`src/rtl/cu_class_pkg.sv`:
```
package cu_class_pkg;
  localparam int MOP_W   = 6;
  localparam int COND_W  = 4;
  localparam int CHAIN_W = 3;
  localparam int COMP_W  = 2;
  localparam int CLASS_W = 2;
  localparam int ADDR_W  = CHAIN_W + COMP_W;

  typedef struct packed {
    logic               fin;
    logic [MOP_W-1:0]   mop;
    logic               cont;
    logic [CLASS_W-1:0] cls;
  } uword_t;

  function automatic int chain_len(input int chain);
    case (chain)
      0, 2, 4, 5, 6: chain_len = 2;
      1, 3:          chain_len = 3;
      default:       chain_len = 1;
    endcase
  endfunction

  function automatic logic [CLASS_W-1:0] class_of(input int chain);
    case (chain)
      0, 5:    class_of = CLASS_W'(0);
      3:       class_of = CLASS_W'(2);
      6:       class_of = CLASS_W'(3);
      default: class_of = CLASS_W'(1);
    endcase
  endfunction

  function automatic logic [ADDR_W-1:0] mk_addr(input int chain, input int comp);
    mk_addr = {CHAIN_W'(chain), COMP_W'(comp)};
  endfunction

  function automatic uword_t rom_word(input logic [ADDR_W-1:0] a);
    uword_t w;
    int     chain;
    int     comp;
    int     len;
    logic [31:0] v;
    chain  = int'(a[ADDR_W-1:COMP_W]);
    comp   = int'(a[COMP_W-1:0]);
    len    = chain_len(chain);
    v      = 32'(int'(a) * 11 + 7);
    w      = '0;
    w.mop  = v[MOP_W-1:0];
    if (comp < len - 1) begin
      w.cont = 1'b1;
      w.cls  = CLASS_W'(3 - comp);
    end else if (comp == len - 1) begin
      if (chain == (1 << CHAIN_W) - 1) w.fin = 1'b1;
      else                             w.cls = class_of(chain);
    end
    rom_word = w;
  endfunction

  function automatic logic [ADDR_W-1:0] class_target(input logic [CLASS_W-1:0] cls,
                                                     input logic [COND_W-1:0]  x);
    case (cls)
      CLASS_W'(0): class_target = x[0] ? mk_addr(1, 0) : (x[1] ? mk_addr(3, 0) : mk_addr(2, 0));
      CLASS_W'(1): class_target = x[3] ? mk_addr(6, 0) : mk_addr(7, 0);
      CLASS_W'(2): class_target = x[2] ? mk_addr(4, 0) : mk_addr(5, 0);
      default:     class_target = mk_addr(1, 2);
    endcase
  endfunction
endpackage

```
`src/rtl/cu_cmem.sv`:
```
module cu_cmem
  import cu_class_pkg::*;
(
  input  logic [ADDR_W-1:0] addr,
  output uword_t            word
);
  always_comb word = rom_word(addr);
endmodule

```
`src/rtl/cu_class_decode.sv`:
```
module cu_class_decode
  import cu_class_pkg::*;
(
  input  logic [CLASS_W-1:0] cls,
  input  logic [COND_W-1:0]  cond,
  output logic [ADDR_W-1:0]  target
);
  always_comb target = class_target(cls, cond);
endmodule

```
`src/rtl/cu_seq_reg.sv`:
```
module cu_seq_reg
  import cu_class_pkg::*;
(
  input  logic              clk,
  input  logic              rst_n,
  input  logic              start,
  input  logic              cont,
  input  logic              fin,
  input  logic [ADDR_W-1:0] target,
  output logic [ADDR_W-1:0] uaddr,
  output logic              busy
);
  logic [CHAIN_W-1:0] chain_q;
  logic [COMP_W-1:0]  comp_q;
  logic               busy_q;
  logic               ev_incr, ev_load, ev_stop;

  assign ev_stop = busy_q & ~start & fin;
  assign ev_incr = busy_q & ~start & ~fin & cont;
  assign ev_load = busy_q & ~start & ~fin & ~cont;

  always_ff @(posedge clk or negedge rst_n) begin
    if (!rst_n) begin
      chain_q <= '0;
      comp_q  <= '0;
      busy_q  <= 1'b0;
    end else if (start) begin
      chain_q <= '0;
      comp_q  <= '0;
      busy_q  <= 1'b1;
    end else if (ev_stop) begin
      busy_q  <= 1'b0;
    end else if (ev_incr) begin
      comp_q  <= comp_q + COMP_W'(1);
    end else if (ev_load) begin
      {chain_q, comp_q} <= target;
    end
  end

  assign uaddr = {chain_q, comp_q};
  assign busy  = busy_q;

  assert_start_R2: assert property (@(posedge clk) disable iff (!rst_n)
    start |=> (busy_q && uaddr == '0));
  assert_incr_R3: assert property (@(posedge clk) disable iff (!rst_n)
    ev_incr |=> (comp_q == $past(comp_q) + COMP_W'(1)) && $stable(chain_q));
  assert_stop_R8: assert property (@(posedge clk) disable iff (!rst_n)
    ev_stop |=> (!busy_q && $stable(uaddr)));
  assert_idle_R8: assert property (@(posedge clk) disable iff (!rst_n)
    (!busy_q && !start) |=> (!busy_q && $stable(uaddr)));
endmodule

```
`src/rtl/cu_class_seq.sv`:
```
module cu_class_seq
  import cu_class_pkg::*;
(
  input  logic              clk,
  input  logic              rst_n,
  input  logic              start,
  input  logic [COND_W-1:0] cond,
  output logic              busy,
  output logic [MOP_W-1:0]  mop,
  output logic              finish,
  output logic [ADDR_W-1:0] uaddr
);
  uword_t              word;
  logic [ADDR_W-1:0]   target;
  logic                jump_now;

  cu_cmem u_cmem (.addr(uaddr), .word(word));

  cu_class_decode u_dec (.cls(word.cls), .cond(cond), .target(target));

  cu_seq_reg u_reg (
    .clk(clk), .rst_n(rst_n), .start(start),
    .cont(word.cont), .fin(word.fin), .target(target),
    .uaddr(uaddr), .busy(busy)
  );

  assign mop      = busy ? word.mop : '0;
  assign finish   = busy & word.fin;
  assign jump_now = busy & ~start & ~word.fin & ~word.cont;

  assert_class0_R4: assert property (@(posedge clk) disable iff (!rst_n)
    (jump_now && word.cls == 2'b00 && cond[0]) |=> uaddr == 5'b00100);
  assert_class1_R5: assert property (@(posedge clk) disable iff (!rst_n)
    (jump_now && word.cls == 2'b01 && !cond[3]) |=> uaddr == 5'b11100);
  assert_class3_R6: assert property (@(posedge clk) disable iff (!rst_n)
    (jump_now && word.cls == 2'b11) |=> uaddr == 5'b00110);
  assert_ignore_cls_R7: assert property (@(posedge clk) disable iff (!rst_n)
    (busy && !start && word.cont) |=> uaddr[ADDR_W-1:COMP_W] == $past(uaddr[ADDR_W-1:COMP_W]));
  assert_fin_R8: assert property (@(posedge clk) disable iff (!rst_n)
    (finish && !start) |=> !busy);
endmodule

```
`config.mk`:
```
export PLATFORM = sky130hd
export DESIGN_NAME = cu_class_seq
export DESIGN_NICKNAME = d
export VERILOG_FILES = /design/src/rtl/cu_class_pkg.sv /design/src/rtl/cu_cmem.sv /design/src/rtl/cu_class_decode.sv /design/src/rtl/cu_seq_reg.sv /design/src/rtl/cu_class_seq.sv
export SDC_FILE = /design/constraint.sdc
export NUM_CORES = 1
export LEC_CHECK = 0
export ABC_AREA = 1
export BUFFER_PORTS_ARGS = -buffer_cell sky130_fd_sc_hd__clkbuf_2
export CAP_MARGIN = 20
export CORE_MARGIN = 4
export CORE_UTILIZATION = 50
export CTS_BUF_LIST = sky130_fd_sc_hd__clkbuf_8
export CTS_CLUSTER_SIZE = 30
export DETAILED_ROUTE_END_ITERATION = 10
export GPL_TIMING_DRIVEN = 0
export PLACE_DENSITY = 0.75
export SYNTH_ARGS = -nofsm -noshare
export SYNTH_HDL_FRONTEND = slang
export SYNTH_SLANG_ARGS = --single-unit
export TNS_END_PERCENT = 1
```
`constraint.sdc`:
```
create_clock -name clk -period 3.3 [get_ports clk]
set_clock_uncertainty 0.05 [all_clocks]
set_input_delay 0.33 -clock clk [delete_from_list [all_inputs] [get_ports clk]]
set_output_delay 0.33 -clock clk [all_outputs]
set_load 0.005 [all_outputs]
```
==> run metrics <==
number of antenna violations at the first check in global routing=0; ordered list of cells on the worst path=ha_1 > inv_1 > fa_1 > inv_1 > ha_1 > ha_4 > a21oi_1 > nand2_1 > nand2_1 > nand2_1 > nor2_1 > clkbuf_2; portion of netlist area occupied by mux cells=0%; PD cells=between 1000 and 1500 nW/um^2; highest clock rate=around 0.33 GHz; post-synth top area share=24.46%; internal reg-to-reg setup slack=between 0.8 and 0.9 ns; Max clock buf depth=2; highest metal used=met3; average footprint of a synthesized cell=6.707 sq um; wire length of the first global-routing pass=roughly 3000 microns; remaining max-slew budget at the tightest pin=82.10%; number of max-cap violations=0; global placer's final weighted congestion=0.8342; total routed wirelength=1923 microns; Crit-path slowest cell=sky130_fd_sc_hd__fa_1; number of placed cells counting well taps=157; number of slew-limit violations in the final report=0; leakage power=around 0.00063 uW; Antenna diodes=0; number of register bits inferred by synthesis=6; most area-hungry cell type in the Yosys netlist=sky130_fd_sc_hd__ha_1; number of buffers and inverters on the critical path=3; M1 wire length=830 microns; die area=2348 sq um; Post-Synthesis Cells=122; netlist area before placement=~820 sq um; Final TNS setup=0 ns; Setup Crit Path Kind=reg2out; clock tree from TritonCTS=done; xor/xnor cell area share of the yosys netlist=2.141%; Hold Crit Class=in2reg; adder-cell share of the synthesized area=29.36%; Startpoint Class=register; Clk pin slew, worst setup/hold paths=0.04 ns; worst hold slack=0.4076 ns; die extent in y=48.46 microns; post-detailed-route wirelength per cell=11.65 microns; net load switching power=647.7 uW; vias in the first global route=722; global route total overflow=0; PortBufs=19; clock period minus final worst setup slack=3.064 ns; maximum net fanout on the critical path=6; type of element capturing the critical path=output port; number of rows in the core area=14; P_int=628.8 uW; Sw Ratio=50.74%; initial core utilization=a little over half; Top cell by count, worst path=sky130_fd_sc_hd__nand2_1; detail-routed via count per cell=roughly 5.3; pin slew with the least headroom to its limit=0.2685 ns; Total Nets Final=176; Clk Latency, worst-skew pair=0.22 ns; fill cell count=130; length of the first detailed-routing pass in iterations=4; share of total power in the clock network=8.7%; sum of met3 wire segment lengths after detailed routing=around 130 microns; unrepaired setup endpoints after global routing=false; share of post-route cells with drive strength above 1=20.13%; post-route standard cell area excluding fillers=1030 sq um; maximum number of pins on one net before global-route repair=9; routed wire length on met2=958 microns; total half-perimeter wirelength after legalization and detailed placement=between 1500 and 2000 microns; final routed DRC violation total=0; compound-gate portion of the synthesized area=11.62%; area fraction in and, or, nand and nor cells after synthesis=27.52%; required time worst endpoint=about 3 ns; crit-path max cell delay=0.51 ns; number of routed nets with antenna violations=0; number of warnings printed during yosys synthesis=0; Setup Viol. Count Final=0; root buf cell=sky130_fd_sc_hd__clkbuf_8; via count of the routed design=between 800 and 900; area of placed instances=933.4 sq um; Cell Count, Final, Fillers Out=165; DRC violation total after the first TritonRoute iteration=24; count of cell types in the netlist=19; number of top-level pins=20; relative contribution of sequential cells to total power=around an eighth; sequential-to-total area share from yosys stat=a little under a fifth; number of levels in the clock H-tree=1; arrival time of data at the critical path endpoint=2.68 ns; number of hold violations in the final report=0; growth of design area from synthesis to finish=25.84%; GRT Resource Usage Total=16.05%; largest cells by area after synthesis=sky130_fd_sc_hd__ha_1 (24%), sky130_fd_sc_hd__dfrtp_1 (18%), sky130_fd_sc_hd__nand2_1 (16%), sky130_fd_sc_hd__inv_1 (11%), sky130_fd_sc_hd__fa_1 (4.9%); largest family of logic cells by synthesized area=adder cells; portion of the clock cycle consumed by the worst path in the final layout=92.86%; family with the most delay on the worst path=adder cells; Max IR drop VDD=0.6922 mV; Synthesized Nets=roughly 150; placeable core region=1524 sq um; CTS buffer count=3; clk sink count=6; Overall Power=about 1300 uW; Comb pwr share=roughly 80%; Chip Width=48.46 microns; run status=complete, no violations
per-stage QoR:
stage	util, %	worst slack, ns
after global routing	67.57	0.05237
after global placement	61.25	0.3715
after detailed placement	61.25	0.2988
after CTS	64.61	0.05315
final	67.57	0.2357
after floorplan	-	0.5665
tightest hold or removal path: cells and delay by family:
family        cells  cell delay (ns)
buf+inv           2             0.18
simple gates      1             0.12
power by group through the flow:
stage	Combinational [uW]	Clock (uW)	Sequential [uW]
6_report	1020	111	150
5_1_grt	1180	116	156
4_1_cts	939	112	153
3_5_place_dp	931	0	154
3_3_place_gp	906	0	151
2_1_floorplan	686	0	142
state kept, by name, indices dropped and copies added, names as in the netlist:
name	flops
u_reg.chain_q	3
u_reg.comp_q	2
u_reg.busy	1
routing by layer:
| metal | up-vias | track usage (%) |
|---|---|---|
| met3 | 0 | 3.988 |
| met2 | 27 | 26.30 |
| met4 | 0 | 2.691 |
| met5 | - | 0 |
| met1 | 404 | 21.58 |
| li1 | 447 | - |
repair_timing:
| item | in CTS | in global routing |
|---|---|---|
| buffers inserted | 0 | 4 |
| hold buffers | 1 | 0 |
| endpoints found under the setup margin | 0 | 1 |
| endpoints found under the hold margin | 6 | 0 |
| gates resized for setup | 0 | 3 |
cells by family after synthesis:
| group | after synthesis |
|---|---|
| AO/OA/AOI/OAI | 17 |
| XOR/XNOR | 2 |
| adder cells (fa/ha/maj) | 18 |
| buffers and inverters | 24 |
| flip-flops | 6 |
| AND/OR/NAND/NOR | 55 |
layout make-up:
type / instances / area, sq um / share of cell area, %
repair buffers: 24 / 135.1 / 13.12
clock buffers: 3 / 41.29 / 4.010
well taps: 16 / 20.02 / 1.944
multi-input cells: 92 / 590.6 / 57.35
flip-flops and latches: 6 / 152.6 / 14.82
inverters: 24 / 90.09 / 8.748
cells in the mapped netlist:
master	number
sky130_fd_sc_hd__a21o_1	1
sky130_fd_sc_hd__a21oi_1	5
sky130_fd_sc_hd__dfrtp_1	6
sky130_fd_sc_hd__fa_1	2
sky130_fd_sc_hd__ha_1	16
sky130_fd_sc_hd__inv_1	23
sky130_fd_sc_hd__inv_2	1
sky130_fd_sc_hd__nand2_1	34
sky130_fd_sc_hd__nand3_1	8
sky130_fd_sc_hd__nand3b_1	1
sky130_fd_sc_hd__nand4_1	1
sky130_fd_sc_hd__nor2_1	9
sky130_fd_sc_hd__nor3_1	2
sky130_fd_sc_hd__o211ai_1	1
sky130_fd_sc_hd__o21a_1	1
sky130_fd_sc_hd__o21ai_0	7
sky130_fd_sc_hd__o22ai_1	2
sky130_fd_sc_hd__xnor2_1	1
sky130_fd_sc_hd__xor2_1	1
cells in the final DEF, fill, tap and decap left out:
cell,synthesis,layout
sky130_fd_sc_hd__nand2_1,34,34
sky130_fd_sc_hd__inv_1,23,23
sky130_fd_sc_hd__clkbuf_2,0,19
sky130_fd_sc_hd__ha_1,16,15
sky130_fd_sc_hd__nor2_1,9,9
sky130_fd_sc_hd__nand3_1,8,8
sky130_fd_sc_hd__o21ai_0,7,7
sky130_fd_sc_hd__a21oi_1,5,5
sky130_fd_sc_hd__buf_4,0,4
sky130_fd_sc_hd__dfrtp_1,6,4
sky130_fd_sc_hd__clkbuf_8,0,3
sky130_fd_sc_hd__nor3_1,2,2
sky130_fd_sc_hd__o22ai_1,2,2
sky130_fd_sc_hd__fa_1,2,2
sky130_fd_sc_hd__dfrtp_2,0,2
sky130_fd_sc_hd__inv_2,1,1
sky130_fd_sc_hd__a21o_1,1,1
sky130_fd_sc_hd__o21a_1,1,1
sky130_fd_sc_hd__xor2_1,1,1
sky130_fd_sc_hd__xnor2_1,1,1
sky130_fd_sc_hd__nand3b_1,1,1
sky130_fd_sc_hd__nand4_1,1,1
sky130_fd_sc_hd__o211ai_1,1,1
sky130_fd_sc_hd__ha_4,0,1
sky130_fd_sc_hd__dlygate4sd3_1,0,1
final timing paths:
path | start | endpoint | cells past startpoint
max in group asynchronous | rst_n | u_reg.chain_q[1] | 2
worst min-delay path | start | u_reg.busy | 3
min in group asynchronous | rst_n | u_reg.comp_q[1] | 2
worst max register to register | u_reg.chain_q[2] | u_reg.chain_q[0] | 14
worst min register to register | u_reg.chain_q[1] | u_reg.chain_q[1] | 2
worst max-delay path | u_reg.comp_q[1] | mop[5] | 12
Note: power is estimated with default switching activity, not from simulation.
